File: config.mk
export PLATFORM = sky130hd
export DESIGN_NAME = mdio_master
export DESIGN_NICKNAME = d
export VERILOG_FILES = /design/src/rtl/mdio_pkg.sv /design/src/rtl/mdio_halfdiv.sv /design/src/rtl/mdio_seq.sv /design/src/rtl/mdio_framegen.sv /design/src/rtl/mdio_capture.sv /design/src/rtl/mdio_master.sv
export SDC_FILE = /design/constraint.sdc
export NUM_CORES = 1
export LEC_CHECK = 0
export ABC_CLOCK_PERIOD_IN_PS = 2900
export CAP_MARGIN = 15
export CORE_ASPECT_RATIO = 1.25
export CORE_MARGIN = 2
export CORE_UTILIZATION = 40
export DETAILED_ROUTE_END_ITERATION = 12
export HOLD_SLACK_MARGIN = 0.15
export PLACE_DENSITY = 0.71
export SLEW_MARGIN = 20
export SYNTH_ARGS = -nofsm -noshare
export SYNTH_HDL_FRONTEND = slang
export SYNTH_SLANG_ARGS = --single-unit
export TNS_END_PERCENT = 100
File: constraint.sdc
create_clock -name clk -period 2.9 [get_ports clk]
set_clock_uncertainty 0.05 [all_clocks]
set_input_delay 0.58 -clock clk [delete_from_list [all_inputs] [get_ports clk]]
set_output_delay 0.58 -clock clk [all_outputs]
set_load 0.1 [all_outputs]
File: src/rtl/mdio_pkg.sv
package mdio_pkg;
  localparam int ADDR_W     = 5;
  localparam int DATA_W     = 16;
  localparam int IDX_W      = 7;
  localparam int PRE_LEN    = 32;
  localparam int SOF_POS    = PRE_LEN;
  localparam int OPC_POS    = SOF_POS + 2;
  localparam int PHY_POS    = OPC_POS + 2;
  localparam int REG_POS    = PHY_POS + ADDR_W;
  localparam int TA_POS     = REG_POS + ADDR_W;
  localparam int RD_DAT_POS = TA_POS + 1;
  localparam int WR_DAT_POS = TA_POS + 2;
  localparam int RD_LAST    = RD_DAT_POS + DATA_W;
  localparam int WR_LAST    = WR_DAT_POS + DATA_W;

  typedef struct packed {
    logic              wr;
    logic [ADDR_W-1:0] phy;
    logic [ADDR_W-1:0] rsel;
    logic [DATA_W-1:0] wd;
  } mdio_cmd_t;
endpackage

File: src/rtl/mdio_halfdiv.sv
module mdio_halfdiv #(
  parameter int HALF_DIV = 20
) (
  input  logic clk,
  input  logic rst_n,
  input  logic run_i,
  output logic tick_o
);
  localparam int CW = $clog2(HALF_DIV + 1);

  logic [CW-1:0] cnt_q, cnt_d;

  assign tick_o = run_i && (cnt_q == CW'(HALF_DIV - 1));

  always_comb begin
    cnt_d = cnt_q;
    if (!run_i || tick_o) cnt_d = '0;
    else                  cnt_d = cnt_q + 1'b1;
  end

  always_ff @(posedge clk or negedge rst_n) begin
    if (!rst_n) cnt_q <= '0;
    else        cnt_q <= cnt_d;
  end
endmodule

File: src/rtl/mdio_seq.sv
module mdio_seq
  import mdio_pkg::*;
(
  input  logic                 clk,
  input  logic                 rst_n,
  input  logic                 start_i,
  input  mdio_cmd_t            cmd_i,
  input  logic                 tick_i,
  output logic                 busy_o,
  output logic                 high_o,
  output logic [IDX_W-1:0]     idx_o,
  output mdio_cmd_t            cmd_o,
  output logic                 accept_o,
  output logic                 sample_o,
  output logic                 done_o
);
  logic             busy_q, busy_d, hi_q, hi_d, done_q, done_d;
  logic [IDX_W-1:0] idx_q, idx_d, last_idx;
  mdio_cmd_t        cmd_q;

  assign accept_o = start_i && !busy_q;
  assign sample_o = busy_q && hi_q && tick_i;
  assign last_idx = cmd_q.wr ? IDX_W'(WR_LAST) : IDX_W'(RD_LAST);

  always_comb begin
    busy_d = busy_q;
    hi_d   = hi_q;
    idx_d  = idx_q;
    done_d = 1'b0;
    if (accept_o) begin
      busy_d = 1'b1;
      hi_d   = 1'b0;
      idx_d  = '0;
    end else if (busy_q && tick_i) begin
      if (!hi_q) begin
        hi_d = 1'b1;
      end else if (idx_q == last_idx) begin
        busy_d = 1'b0;
        hi_d   = 1'b0;
        idx_d  = '0;
        done_d = 1'b1;
      end else begin
        hi_d  = 1'b0;
        idx_d = idx_q + 1'b1;
      end
    end
  end

  always_ff @(posedge clk or negedge rst_n) begin
    if (!rst_n) begin
      busy_q <= 1'b0;
      hi_q   <= 1'b0;
      idx_q  <= '0;
      done_q <= 1'b0;
    end else begin
      busy_q <= busy_d;
      hi_q   <= hi_d;
      idx_q  <= idx_d;
      done_q <= done_d;
    end
  end

  always_ff @(posedge clk or negedge rst_n) begin
    if (!rst_n)        cmd_q <= '0;
    else if (accept_o) cmd_q <= cmd_i;
  end

  assign busy_o = busy_q;
  assign high_o = hi_q;
  assign idx_o  = idx_q;
  assign cmd_o  = cmd_q;
  assign done_o = done_q;


  idx_in_range_chk: assert property (@(posedge clk) disable iff (!rst_n)
    busy_q |-> idx_q <= IDX_W'(WR_LAST));


  done_single_chk: assert property (@(posedge clk) disable iff (!rst_n)
    done_q |=> !done_q);
endmodule

File: src/rtl/mdio_framegen.sv
module mdio_framegen
  import mdio_pkg::*;
(
  input  logic [IDX_W-1:0] idx_i,
  input  mdio_cmd_t        cmd_i,
  output logic             oe_o,
  output logic             bit_o,
  output logic             cap_o
);
  logic [IDX_W-1:0] off;

  always_comb begin
    oe_o  = 1'b1;
    bit_o = 1'b1;
    cap_o = 1'b0;
    off   = '0;
    if (idx_i < IDX_W'(SOF_POS)) begin
      bit_o = 1'b1;
    end else if (idx_i < IDX_W'(OPC_POS)) begin
      bit_o = (idx_i == IDX_W'(SOF_POS + 1));
    end else if (idx_i < IDX_W'(PHY_POS)) begin
      bit_o = (idx_i == IDX_W'(OPC_POS)) ? !cmd_i.wr : cmd_i.wr;
    end else if (idx_i < IDX_W'(REG_POS)) begin
      off   = IDX_W'(REG_POS - 1) - idx_i;
      bit_o = cmd_i.phy[off[2:0]];
    end else if (idx_i < IDX_W'(TA_POS)) begin
      off   = IDX_W'(TA_POS - 1) - idx_i;
      bit_o = cmd_i.rsel[off[2:0]];
    end else if (cmd_i.wr && idx_i >= IDX_W'(WR_DAT_POS) && idx_i < IDX_W'(WR_LAST)) begin
      off   = IDX_W'(WR_LAST - 1) - idx_i;
      bit_o = cmd_i.wd[off[3:0]];
    end else begin
      oe_o  = 1'b0;
      bit_o = 1'b0;
      cap_o = !cmd_i.wr && idx_i >= IDX_W'(RD_DAT_POS) && idx_i < IDX_W'(RD_LAST);
    end
  end
endmodule

File: src/rtl/mdio_capture.sv
module mdio_capture
  import mdio_pkg::*;
(
  input  logic              clk,
  input  logic              rst_n,
  input  logic              clear_i,
  input  logic              shift_i,
  input  logic              mdi_i,
  input  logic              done_i,
  output logic [DATA_W-1:0] rd_o
);
  logic [DATA_W-1:0] sh_q, sh_d;

  always_comb begin
    sh_d = sh_q;
    if (clear_i)      sh_d = '0;
    else if (shift_i) sh_d = {sh_q[DATA_W-2:0], mdi_i};
  end

  always_ff @(posedge clk or negedge rst_n) begin
    if (!rst_n) sh_q <= '0;
    else        sh_q <= sh_d;
  end

  assign rd_o = done_i ? sh_q : '0;


  rd_gated_chk: assert property (@(posedge clk) disable iff (!rst_n)
    !done_i |-> rd_o == '0);
endmodule

File: src/rtl/mdio_master.sv
module mdio_master
  import mdio_pkg::*;
#(
  parameter int HALF_DIV = 20
) (
  input  logic        clk,
  input  logic        rst_n,
  input  logic        start_i,
  input  logic        write_i,
  input  logic [4:0]  phy_addr_i,
  input  logic [4:0]  reg_addr_i,
  input  logic [15:0] wdata_i,
  input  logic        mdi_i,
  output logic        mdc_o,
  output logic        mdo_o,
  output logic        mdo_oe_o,
  output logic        busy_o,
  output logic        done_o,
  output logic [15:0] rd_data_o
);
  logic [1:0]       rst_sync_q;
  logic             rst_q;
  logic             tick, busy, high, accept, sample, done, oe_b, bit_b, cap_b;
  logic [IDX_W-1:0] idx;
  mdio_cmd_t        cmd_in, cmd_q;

  always_ff @(posedge clk or negedge rst_n) begin
    if (!rst_n) rst_sync_q <= 2'b00;
    else        rst_sync_q <= {rst_sync_q[0], 1'b1};
  end
  assign rst_q = rst_sync_q[1];

  assign cmd_in = '{wr: write_i, phy: phy_addr_i, rsel: reg_addr_i, wd: wdata_i};

  mdio_halfdiv #(.HALF_DIV(HALF_DIV)) u_div (
    .clk(clk), .rst_n(rst_q), .run_i(busy), .tick_o(tick)
  );

  mdio_seq u_seq (
    .clk(clk), .rst_n(rst_q), .start_i(start_i), .cmd_i(cmd_in), .tick_i(tick),
    .busy_o(busy), .high_o(high), .idx_o(idx), .cmd_o(cmd_q),
    .accept_o(accept), .sample_o(sample), .done_o(done)
  );

  mdio_framegen u_gen (
    .idx_i(idx), .cmd_i(cmd_q), .oe_o(oe_b), .bit_o(bit_b), .cap_o(cap_b)
  );

  mdio_capture u_cap (
    .clk(clk), .rst_n(rst_q), .clear_i(accept), .shift_i(sample && cap_b),
    .mdi_i(mdi_i), .done_i(done), .rd_o(rd_data_o)
  );

  assign mdc_o    = busy && high;
  assign mdo_o    = busy && bit_b;
  assign mdo_oe_o = busy && oe_b;
  assign busy_o   = busy;
  assign done_o   = done;


  high_stable_chk: assert property (@(posedge clk) disable iff (!rst_q)
    (mdc_o && $past(mdc_o)) |-> ($stable(mdo_o) && $stable(mdo_oe_o)));


  busy_from_start_chk: assert property (@(posedge clk) disable iff (!rst_q)
    $rose(busy_o) |-> $past(start_i));


  done_idle_chk: assert property (@(posedge clk) disable iff (!rst_q)
    done_o |-> (!busy_o && !mdc_o && !mdo_o && !mdo_oe_o));


  idle_quiet_chk: assert property (@(posedge clk) disable iff (!rst_q)
    !busy_o |-> (!mdc_o && !mdo_oe_o));
endmodule

# ---- After elaboration in Yosys (flattened, before gate mapping)
# Index checks and enable logic that the tools add are counted.
# Widths: inputs -> output; s select.
dict set report classes {
  n_mul 0
  shifts 0
  n_eq_ne 4
  magnitude_cmp 12
  bitwise 0
  reduce_logical 21
  mux 45
  n_addsub 5
  div_mod_pow 0
}
# op n
set ops {}
lappend ops {{$mux 16} 3}
lappend ops {{$lt 7x6->1 const B} 6}
lappend ops {{$mux 7} 5}
lappend ops {{$mux 1} 33}
lappend ops {{$eq 7x6->1 const B} 2}
lappend ops {{$ge 7x6->1 const B} 2}
lappend ops {{$logic_and 1x1->1} 12}
lappend ops {{$lt 3x4->1 const B} 2}
lappend ops {{$reduce_bool 2->1} 4}
lappend ops {{$add 7x1->7 const B} 1}
lappend ops {{$eq 7x7->1} 1}
lappend ops {{$lt 7x7->1 const B} 1}
lappend ops {{$bmux 1 s3} 2}
lappend ops {{$add 5x1->5 const B} 1}
lappend ops {{$eq 5x5->1 const B} 1}
lappend ops {{$lt 4x5->1 const B} 1}
lappend ops {{$mux 5} 1}
lappend ops {{$bmux 1 s4} 1}
lappend ops {{$sub 4x4->4 const A} 1}
lappend ops {{$reduce_and 3->1} 1}
lappend ops {{$sub 1x3->3 const A} 1}
lappend ops {{$sub 3x3->3 const A} 1}
lappend ops {{$logic_not 1->1} 2}
lappend ops {{$reduce_and 2->1} 1}
lappend ops {{$logic_or 1x1->1} 1}
dict set report totals {
  mem_bits_ro 0
  ramBits 0
  elab_cells 98
  latch_bits 0
  register_bits 60
  input_bits 31
  n_memories 0
}

# ---- Logic depth before layout (Yosys ltp)
dict set report logic_depth {
  ltp_word 12
  ltp_mapped 9
  mapped_depth_nobuf 7
}

# ---- By module
# A second synthesis with hierarchy kept.
dict set report unflattened {
  cells_unflattened 276
  area_unflattened_um2 3148.0
}
# module area_each_um2 n_inst cells_per_inst
set by_module_without_submodules {}
lappend by_module_without_submodules {mdio_seq 1498.9 1 110}
lappend by_module_without_submodules {mdio_capture 765.7 1 69}
lappend by_module_without_submodules {mdio_framegen 540.5 1 66}
lappend by_module_without_submodules {mdio_halfdiv 264.0 1 24}
lappend by_module_without_submodules {mdio_master 78.8 1 7}

# ---- Least setup slack after synthesis
# No wires, ideal clock.
dict set report synth_timing {
  kind {reg-to-output}
  startpoint {register u_seq.idx_q[0], in the netlist u_seq.idx_o[0]}
  endpoint {output mdo_o}
  path_stages_with_launch 10
  path_buffers 2
  required_time_ps 2270
  path_slack_ps -1642
  t_arrival_ps 3912
  path_cell_list {dfrtp_1 > buf_4 > buf_4 > inv_1 > ha_1 > xor2_1 > nor4b_1 > a21oi_1 > a22o_1 > a211oi_1}
}
dict set report synth_between {
  elab_chain_len 10
}
# element line_no
set synth_lines {}
lappend synth_lines {{start: declaration} mdio_seq.sv:18} ;# logic [IDX_W-1:0] idx_q, idx_d, last_idx;
lappend synth_lines {{start signal: assignment} mdio_seq.sv:58} ;# idx_q <= idx_d;
lappend synth_lines {{$sub 4x4->4 / $ge 7x6->1 (equally long branches)} {mdio_framegen.sv:30, mdio_framegen.sv:29}}
lappend synth_lines {{$bmux 1 s4 / $logic_and 1x1->1 (equally long branches)} {mdio_framegen.sv:31, mdio_framegen.sv:29}}
lappend synth_lines {{$mux 1 (implied by the code) / $logic_and 1x1->1 (equally long branches)} {mdio_framegen.sv:31, mdio_framegen.sv:29}}
lappend synth_lines {{$mux 1} mdio_framegen.sv:29} ;# end else if (cmd_i.wr && idx_i >= IDX_W'(WR_DAT_POS) && idx_i < IDX_W'(WR_LAST)) begin
lappend synth_lines {{$mux 1} mdio_framegen.sv:26} ;# end else if (idx_i < IDX_W'(TA_POS)) begin
lappend synth_lines {{$mux 1} mdio_framegen.sv:23} ;# end else if (idx_i < IDX_W'(REG_POS)) begin
lappend synth_lines {{$mux 1} mdio_framegen.sv:21} ;# end else if (idx_i < IDX_W'(PHY_POS)) begin
lappend synth_lines {{$mux 1} mdio_framegen.sv:19} ;# end else if (idx_i < IDX_W'(OPC_POS)) begin
lappend synth_lines {{$mux 1 *} mdio_framegen.sv:17} ;# if (idx_i < IDX_W'(SOF_POS)) begin
lappend synth_lines {{$logic_and 1x1->1 *} mdio_master.sv:55} ;# assign mdo_o = busy && bit_b;
lappend synth_lines {{end: declaration} mdio_master.sv:15} ;# output logic mdo_o,
# Every way passes the cells marked *; elsewhere a longest branch is shown, timed or not. The select of a mux whose other input is x is not followed.

# ---- Worst setup path after layout
dict set report layout_timing {
  startpoint {register u_seq.idx_q[1], in the netlist u_seq.idx_o[1]}
  endpoint {output mdo_o}
}
# Same word-level chain as after synthesis.

==> flow_summary.ini <==
[pwr]
leakage_nw = 1.86
ir_drop_mv = 0.414
power_mw = 2.47
powerDensity_nw_per_um2 = 613

[drt]
drc = 0
viasPerCell = 5.08
first_pass_iters = 5
wl_um = 6760
drt_iter0_drc = 126
routedWlPerCell_um = 13.4
ant_nets = 0
vias = 2553

[global_route]
grt_max_degree = 33
grt_pass1_vias = 2552
overflow = 0
grt_usage = 0.172
antenna_found_initial = 0
grt_first_pass_wirelength_um = 11700

[logic_synthesis]
syn-cell-area_um2 = 3150
async_reset_ff_frac = 1.00
syn_nets = 385
ys_seq_area_frac = 0.477
synth_edf_count = 0
synth_seq_cells = 60
synth_cell_types = 54
synthFlopType = dfrtp_1
yosysWarnings = 0
postSynthCellCount = 346
syn-mean-instance-area_um2 = 9.11

[clock_network]
clock_path_buffers = 2
insertion_delay_ns = 0.34
ctsHtreeMaxLevel = 3
cts_made_buffers = 9
ctsHoldBuffers = 0
root_buffer = clkbuf_8
cts_tree = done
clk_pin_slew_ns = 0.06
cts_sinks = 60

[worst_setup_path]
cp.required_ns = 2.27
arrival_ns = 2.25
reg2reg_to = u_cap.sh_q[1]$_DFFE_PN0P_
critPathKind = flip-flop to primary output
crit_start = u_seq.idx_o[1]$_DFFE_PN0P_
rrSetupSlack_ns = 0.64
setup.worst_path.start_class = flip-flop
reg2regPathDepth = 9
crit_fanout = 6
reg2reg_from = u_seq.idx_o[1]$_DFFE_PN0P_
endpoint_kind = primary output

[cells_and_area]
final_nets = 443
fin_cells = 503
n_antenna_cell = 0
drive_above_1_share = 0.218
design_area_um2 = 4040
synthToLayoutAreaGrowth_pct = 28.1

[floorplan]
fp-row-count = 36
ios = 52
design.die.area_um2 = 8610
die_h_um = 103
start_util = 0.409
dieWidth_um = 83.4
coreArea_um2 = 7700

[sta]
final-hold-violation-count = 0
layout_setup_ws_ns = 0.0164
drv_slew = 0
timing.final.crit_share = 0.994
fmax_mhz = 347
period_needed_ns = 2.88
setup_violations = 0
worst_pin_slew_ns = 0.642
maxSlewHeadroom = 0.572
rsz0062_at_grt = true

[worst_hold_path]
hp-class = flip-flop to async pin

[place]
portBuffers = 51
placed_area_um2 = 3770
dp.cells = 483
dp_slack_ns = 0.0593
gp_congestion = 0.828
dpl.hpwl_um = 4750

[run]
maxCapViolations = 0

[outcome]
status = complete, no violations
[metal layers]
| metal | vias up | share of wire | track usage |
|---|---|---|---|
| li1 | 1267 | - | - |
| met1 | 1195 | 0.43 | 0.197 |
| met2 | 80 | 0.49 | 0.300 |
| met3 | 11 | 0.053 | 0.0484 |
| met4 | 0 | 0.019 | 0.0845 |
| met5 | - | 0 | 0 |
[sequential cells by signal, indices dropped and copies added (netlist names)]
name	cells
rst_sync_q	2
u_cap.sh_q	16
u_div.cnt_q	5
u_seq.busy_o	1
u_seq.cmd_o	27
u_seq.done_o	1
u_seq.high_o	1
u_seq.idx_o	7
[critical path: stages, from the launching register on]
cell and delay (ns):
dfrtp_2 0.44, inv_4 0.08, ha_1 0.23, a21bo_2 0.24, a31oi_1 0.14, a22o_1 0.29
a211oi_4 0.29, buf_12 0.21
[cells in the mapped netlist (2+ instances only)]
| cell | n | area [µm²] |
|---|---|---|
| mux2_2 | 2 | 22.5 |
| nor3b_1 | 2 | 15.0 |
| nand2b_1 | 2 | 12.5 |
| buf_4 | 3 | 22.5 |
| a22o_1 | 2 | 17.5 |
| ha_1 | 8 | 100 |
| nor2b_1 | 6 | 37.5 |
| nand3_1 | 13 | 65.1 |
| nand2_1 | 113 | 424 |
| a21oi_1 | 5 | 25.0 |
| o21ai_2 | 4 | 35.0 |
| mux4_2 | 4 | 90.1 |
| clkbuf_1 | 5 | 18.8 |
| buf_2 | 5 | 25.0 |
| and2_1 | 17 | 106 |
| o22ai_1 | 3 | 18.8 |
| mux2i_1 | 3 | 30.0 |
| buf_1 | 3 | 11.3 |
| and3_1 | 2 | 12.5 |
| a31oi_1 | 2 | 12.5 |
| buf_6 | 3 | 33.8 |
| nor2_1 | 16 | 60.1 |
| o21ai_1 | 7 | 35.0 |
| o21ai_0 | 12 | 60.1 |
| xnor2_1 | 8 | 70.1 |
| dfrtp_1 | 60 | 1500 |
| nand4_1 | 2 | 12.5 |
| inv_1 | 7 | 26.3 |
| a311oi_1 | 2 | 17.5 |
[layout by cell type, fill, tap and decap left out, types with 2 or more instances in the layout]
master           count
a21oi_1              5
a22o_1               2
and2_1              17
and3_1               2
buf_12               2
buf_4               33
clkbuf_1             2
clkbuf_8            11
clkdlybuf4s50_1     30
clkinv_2             2
dfrtp_1             54
dfrtp_2              6
ha_1                 6
ha_4                 2
inv_1                4
mux2_2               2
mux2i_1              3
mux4_2               4
nand2_1            113
nand2b_1             2
nand3_1             13
nand4_1              2
nor2_1              15
nor2b_1              5
nor3b_2              3
o21ai_0             12
o21ai_1              7
o21ai_2              4
o22ai_1              3
xnor2_1              8
[cell families after synthesis]
group                      share of synthesized area
other                                        0.00119
adders and majority gates                     0.0318
muxes                                         0.0453
and+or+nand+nor                                0.272
xor gates and xnor gates                      0.0250
AOI/OAI and AO/OA                              0.103
DFF                                            0.477
buffers and inverters                         0.0449
[report_power, final]
part / total (mW) / leakage (nW) / internal (mW) / switching (mW)
clock: 0.657 / 0.0893 / 0.350 / 0.308
sequential: 1.15 / 0.764 / 1.01 / 0.141
combinational: 0.668 / 1.01 / 0.311 / 0.356
[repair_timing]
item                       in CTS  in global routing
gates resized for setup        11                  3
setup endpoints to repair       2                  2
setup buffers                   5                  0
pin swaps                       1                  2
[how the worst max path moves through the flow]
stage            end  slack (ns)  cells past startpoint
3_5_place_dp   mdo_o        0.06                      8
3_3_place_gp   mdo_o        0.14                      8
2_1_floorplan  mdo_o       -0.07                      9
6_report       mdo_o        0.02                      7
5_1_grt        mdo_o       -0.08                      8
4_1_cts        mdo_o       0.008                      7
[stage by stage]
stage / hold slack [ns] / TNS (ns) / util
after floorplan: 0.234 / -0.0695 / -
after global placement: 0.227 / 0 / 0.490
after detailed placement: 0.235 / 0 / 0.490
after CTS: 0.242 / 0 / 0.522
after global routing: 0.262 / -0.0815 / 0.524
final: 0.212 / 0 / 0.524
[cell type report]
| type | instances | area (µm²) |
|---|---|---|
| Multi-Input combinational cell | 259 | 1610 |
| Clock inverter | 2 | 10.0 |
| Sequential cell | 60 | 1510 |
| Inverter | 8 | 37.5 |
| Clock buffer | 13 | 159 |
| Timing Repair Buffer | 66 | 593 |
| Tap cell | 95 | 119 |
| Fill cell | 719 | 3670 |
(Power assumes the default switching activity.)
